==> src/rtl/xport_pkg.sv <==
package xport_pkg;
  typedef enum logic [1:0] {
    OFS_DIN  = 2'd0,
    OFS_DOUT = 2'd1,
    OFS_DIR  = 2'd2,
    OFS_MODE = 2'd3
  } regOfs_e;

  typedef struct packed {
    logic    wrOut;
    logic    wrDir;
    logic    wrMode;
    logic    latchAddr;
    logic    rdEn;
    regOfs_e rdSel;
  } ctlStrobes_t;
endpackage

==> src/rtl/xport_ctrl.sv <==
module xport_ctrl
  import xport_pkg::*;
#(
  parameter bit HAS_MODE = 1'b1
) (
  input  logic        cs,
  input  logic        we,
  input  logic [1:0]  addr,
  input  logic        ale,
  output ctlStrobes_t strb
);
  regOfs_e ofs;
  logic    wrHit;

  assign ofs   = regOfs_e'(addr);
  assign wrHit = cs & we;

  always_comb begin
    strb           = '0;
    strb.rdEn      = cs;
    strb.rdSel     = ofs;
    strb.wrOut     = wrHit && (ofs == OFS_DOUT);
    strb.wrDir     = wrHit && (ofs == OFS_DIR);
    strb.wrMode    = HAS_MODE && wrHit && (ofs == OFS_MODE);
    strb.latchAddr = ale;
  end
endmodule

==> src/rtl/xport_dp.sv <==
module xport_dp
  import xport_pkg::*;
#(
  parameter int               WIDTH       = 8,
  parameter bit               HAS_MODE    = 1'b1,
  parameter logic [WIDTH-1:0] FAB_PINS    = '0,
  parameter logic [WIDTH-1:0] FAB_IN_PINS = '0
) (
  input  logic             clk,
  input  logic             rst_n,
  input  ctlStrobes_t      strb,
  input  logic [WIDTH-1:0] wdata,
  input  logic [WIDTH-1:0] addrIn,
  input  logic [WIDTH-1:0] pinIn,
  input  logic [WIDTH-1:0] fabOut,
  input  logic [WIDTH-1:0] fabOe,
  output logic [WIDTH-1:0] rdata,
  output logic [WIDTH-1:0] pinOut,
  output logic [WIDTH-1:0] pinOe,
  output logic [WIDTH-1:0] fabIn
);
  localparam logic [WIDTH-1:0] NO_DRIVE = FAB_PINS & FAB_IN_PINS;

  logic [WIDTH-1:0] outReg, dirReg, modeReg, addrReg;
  logic [WIDTH-1:0] syncA, syncB;

  always_ff @(posedge clk or negedge rst_n) begin
    if (!rst_n) begin
      outReg  <= '0;
      dirReg  <= '0;
      addrReg <= '0;
      syncA   <= '0;
      syncB   <= '0;
    end else begin
      syncA <= pinIn;
      syncB <= syncA;
      if (strb.wrOut)     outReg  <= wdata;
      if (strb.wrDir)     dirReg  <= wdata;
      if (strb.latchAddr) addrReg <= addrIn;
    end
  end

  generate
    if (HAS_MODE) begin : g_mode
      always_ff @(posedge clk or negedge rst_n) begin
        if (!rst_n)           modeReg <= '0;
        else if (strb.wrMode) modeReg <= wdata;
      end
    end else begin : g_nomode
      assign modeReg = '0;
    end
  endgenerate

  always_comb begin
    rdata = '0;
    if (strb.rdEn) begin
      unique case (strb.rdSel)
        OFS_DIN:  rdata = syncB;
        OFS_DOUT: rdata = outReg;
        OFS_DIR:  rdata = dirReg;
        OFS_MODE: rdata = modeReg;
        default:  rdata = '0;
      endcase
    end
  end

  assign fabIn = syncB;

  for (genvar i = 0; i < WIDTH; i++) begin : g_pin
    logic bitOut, bitOe;
    if (FAB_PINS[i]) begin : g_fab
      assign bitOe  = NO_DRIVE[i] ? 1'b0 : fabOe[i];
      assign bitOut = bitOe & fabOut[i];
    end else begin : g_reg
      always_comb begin
        if (modeReg[i]) begin
          bitOe  = dirReg[i];
          bitOut = dirReg[i] & addrReg[i];
        end else begin
          bitOe  = dirReg[i];
          bitOut = dirReg[i] & outReg[i];
        end
      end
    end
    assign pinOut[i] = bitOut;
    assign pinOe[i]  = bitOe;
  end
endmodule

==> src/rtl/xport_top.sv <==
module xport_top
  import xport_pkg::*;
#(
  parameter int               WIDTH       = 8,
  parameter bit               HAS_MODE    = 1'b1,
  parameter logic [WIDTH-1:0] FAB_PINS    = 8'hC0,
  parameter logic [WIDTH-1:0] FAB_IN_PINS = 8'h80
) (
  input  logic             clk,
  input  logic             rst_n,
  input  logic             cs,
  input  logic             we,
  input  logic [1:0]       addr,
  input  logic [WIDTH-1:0] wdata,
  output logic [WIDTH-1:0] rdata,
  input  logic             ale,
  input  logic [WIDTH-1:0] addrIn,
  input  logic [WIDTH-1:0] pinIn,
  output logic [WIDTH-1:0] pinOut,
  output logic [WIDTH-1:0] pinOe,
  input  logic [WIDTH-1:0] fabOut,
  input  logic [WIDTH-1:0] fabOe,
  output logic [WIDTH-1:0] fabIn
);
  ctlStrobes_t strb;

  xport_ctrl #(.HAS_MODE(HAS_MODE)) ctrl_i (
    .cs(cs), .we(we), .addr(addr), .ale(ale), .strb(strb)
  );

  xport_dp #(
    .WIDTH(WIDTH), .HAS_MODE(HAS_MODE),
    .FAB_PINS(FAB_PINS), .FAB_IN_PINS(FAB_IN_PINS)
  ) dp_i (
    .clk(clk), .rst_n(rst_n), .strb(strb), .wdata(wdata),
    .addrIn(addrIn), .pinIn(pinIn), .fabOut(fabOut), .fabOe(fabOe),
    .rdata(rdata), .pinOut(pinOut), .pinOe(pinOe), .fabIn(fabIn)
  );
endmodule

==> config.mk <==
export PLATFORM = sky130hd
export DESIGN_NAME = xport_top
export DESIGN_NICKNAME = d
export VERILOG_FILES = /design/src/rtl/xport_pkg.sv /design/src/rtl/xport_ctrl.sv /design/src/rtl/xport_dp.sv /design/src/rtl/xport_top.sv
export SDC_FILE = /design/constraint.sdc
export NUM_CORES = 1
export LEC_CHECK = 0
export BUFFER_PORTS_ARGS = -buffer_cell sky130_fd_sc_hd__buf_4
export CAP_MARGIN = 20
export CORE_ASPECT_RATIO = 1.5
export CORE_MARGIN = 2
export CORE_UTILIZATION = 43
export DETAILED_ROUTE_END_ITERATION = 10
export GPL_TIMING_DRIVEN = 1
export MAX_ROUTING_LAYER = met4
export PLACE_DENSITY = 0.8
export SLEW_MARGIN = 20
export SYNTH_ARGS = -nofsm -noshare
export SYNTH_HDL_FRONTEND = slang
export SYNTH_SLANG_ARGS = --single-unit
==> constraint.sdc <==
create_clock -name clk -period 0.92 [get_ports clk]
set_clock_uncertainty 0.05 [all_clocks]
set_input_delay 0.138 -clock clk [delete_from_list [all_inputs] [get_ports clk]]
set_output_delay 0.138 -clock clk [all_outputs]
set_load 0.02 [all_outputs]
==> impl_metrics.json <==
{
  "gr-total-overflow": 0,
  "intPower_mw": 4.55,
  "nets": 268,
  "synth.cell_area_sq_mm": 0.00201,
  "synth_top_area_frac": 0.572,
  "vias": 1393,
  "combinationalPowerShare": 0.295,
  "fp.dieH_um": 87.8,
  "switching_share": 0.263,
  "critPathLaunchType": "flop",
  "end_kind": "primary output",
  "postSynthAreaPerCell_sq_um": 14.5,
  "syn_inst": 139,
  "ys_seq_area_frac": 0.572,
  "synth_warnings": 0,
  "grt_first_pass_wirelength_um": 7400,
  "holdPathStages": 2,
  "routed_wl_um": 4600,
  "dp_slack_ns": -0.222,
  "reg2reg_depth": 2,
  "hold_path.class": "primary input to flop",
  "cts-root-buf": "clkbuf_8",
  "ant_nets": 0,
  "floorplan.initialDensity": 0.446,
  "wire_per_inst_um": 17.0,
  "clkTransAtPathRegs_ns": 0.08,
  "dp_cells": 249,
  "drt_iter0_markers": 33,
  "max-vdd-ir-drop_mv": 1.41,
  "ys_ff_latch": 46,
  "dieWidth_um": 59.8,
  "hp-start": "addrIn[0]",
  "antenna_found_initial": 0,
  "most-common-layout-cells": "45 x buf_4, 39 x dfrtp_1, 36 x buf_6",
  "final_common_cell": "buf_4",
  "via_per_inst": 5.16,
  "slew_violations": 0,
  "clock_power_share": 0.293,
  "min_period_ns": 1.37,
  "drc_errors": 0,
  "grt_pass1_vias": 1568,
  "pin_count": 79,
  "cap_violations": 0,
  "crit_slowest_cell": "dfrtp_1",
  "power_mw": 6.17,
  "cts.path.max_buffers": 2,
  "cp_data_required_time_ns": 0.73,
  "hold_viol_final": 0,
  "die_area_sq_mm": 0.00525,
  "max_freq_mhz": 729,
  "grt_max_degree": 27,
  "rows": 30,
  "synth_area_leaders": "dfrtp_1 57%, mux2_2 17%, mux2i_1 11%, buf_4 6.7%, o22ai_1 2.5%",
  "rr_startpoint": "dp_i.dirReg[2]",
  "io_buffers": 60,
  "path_class": "flop to primary output",
  "fin_crit_sh": 1.49,
  "switchingPower_mw": 1.62,
  "cpPeakStageDelay_ns": 0.44,
  "grt_usage": 0.196,
  "power_frac_seq": 0.412,
  "rsz0062_at_grt": "true",
  "r2r_end": "dp_i.dirReg[2]",
  "setup_slack_ns": -0.452,
  "synthToLayoutAreaGrowth_pct": 53.0,
  "fin_tns_setup_ns": -8.61,
  "cts_made_buffers": 5,
  "clkLatencyLatePin_ns": 0.29,
  "synthDistinctLibCells": 14,
  "cp.arrival_ns": 1.18,
  "cts_tree": "yes",
  "gp_congestion": 0.835,
  "violations": "negative setup slack",
  "drive_gt1_frac": 0.644,
  "status": "finished, violations left",
  "yosys.area.top_type": "dfrtp_1",
  "crit_chain": "mux2i_2 > o22ai_2 > buf_6",
  "holdPathEnd": "dp_i.addrReg[0]",
  "antenna_cells": 0,
  "powerDensity_mw_per_mm2": 2010,
  "rrSetupSlack_ns": -0.05,
  "clock_sinks": 46,
  "dr.pass1.iters": 4,
  "htree_levels": 2,
  "p_leak_nw": 1.48,
  "core_sq_mm": 0.00450,
  "setup_viol_count_final": 34,
  "final_cells": 270,
  "crit_fanout": 3,
  "hpwlAfterDp_um": 3320
}
-- power by group through the flow --
stage	Clock, mW	Sequential (mW)	Combinational, mW
6_report	1.81	2.54	1.82
5_1_grt	1.93	2.58	1.94
4_1_cts	1.83	2.53	1.80
3_5_place_dp	0	2.55	1.53
3_3_place_gp	0	2.53	1.48
2_1_floorplan	0	2.53	0.983
-- cell usage after synthesis --
library cell,instances
clkbuf_1,2
and2_1,1
nand4b_4,1
dfrtp_1,46
nand2b_1,1
nor2b_1,6
conb_1,1
mux2i_1,22
mux2_2,30
nand4_2,1
buf_4,18
nand2_1,1
o22ai_1,8
nand4b_2,1
-- flip-flops by register name, summed over array words and instances (netlist names) --
register / count
dp_i.syncA: 8
dp_i.fabIn: 8
dp_i.outReg: 8
dp_i.addrReg: 6
dp_i.dirReg: 8
dp_i.modeReg: 8
-- worst max-delay path by stage --
stage,start,endpoint,slack (ns),cells after the start
global route,dp_i.modeReg[5],rdata[5],-0.51,3
finish,dp_i.modeReg[5],rdata[5],-0.45,3
floorplan,addr[1],rdata[4],-0.07,4
global placement,addr[1],rdata[7],-0.21,5
CTS,dp_i.modeReg[1],rdata[1],-0.42,3
detailed placement,addr[0],rdata[6],-0.22,5
-- metrics by stage --
step,area (sq um),hold slack [ns],util
3_3_place_gp,2650,-0.0195,0.588
2_1_floorplan,2090,-0.208,-
5_1_grt,3080,0.00698,0.683
4_1_cts,3060,0.0180,0.679
3_5_place_dp,2650,-0.00996,0.588
6_report,3080,0.0184,0.683
-- cells by family (layout without fill, tap and decap cells) --
logic type             after synthesis  in the layout  share of synthesized area
AND/OR/NAND/NOR                     12             12                     0.0523
buffers and inverters               20            102                     0.0709
multiplexers                        52             52                      0.278
flip-flops                          46             46                      0.572
other                                1              2                    0.00187
AO/OA/AOI/OAI                        8              8                     0.0249
-- metal layers --
layer  global-route usage  vias up  share of wire
li1                     -      639              -
met3               0.0310       11          0.039
met4               0.0768        0          0.027
met5                    -        -              0
met1                0.223      698           0.39
met2                0.338       45           0.55
-- worst max-delay path: cells and delay by family (launching register included) --
family / cells / cell delay (ns)
compound gates: 1 / 0.10
buf+inv: 1 / 0.14
mux: 1 / 0.21
flops: 1 / 0.44
-- timing repair --
item	CTS	global route
endpoints found under the setup margin	34	34
pin swaps	7	3
setup buffers	4	3
resized for setup	41	5
endpoints found under the hold margin	54	0
hold buffers	9	0
-- cell type report --
cell class | count | area [sq um]
well taps | 48 | 60.1
fillers | 308 | 1430
clock inverters | 2 | 60.1
multi-input cells | 74 | 801
clock buffers | 6 | 82.6
repair buffers | 94 | 913
flip-flops and latches | 46 | 1160
Power figures use the tool's default switching activity.
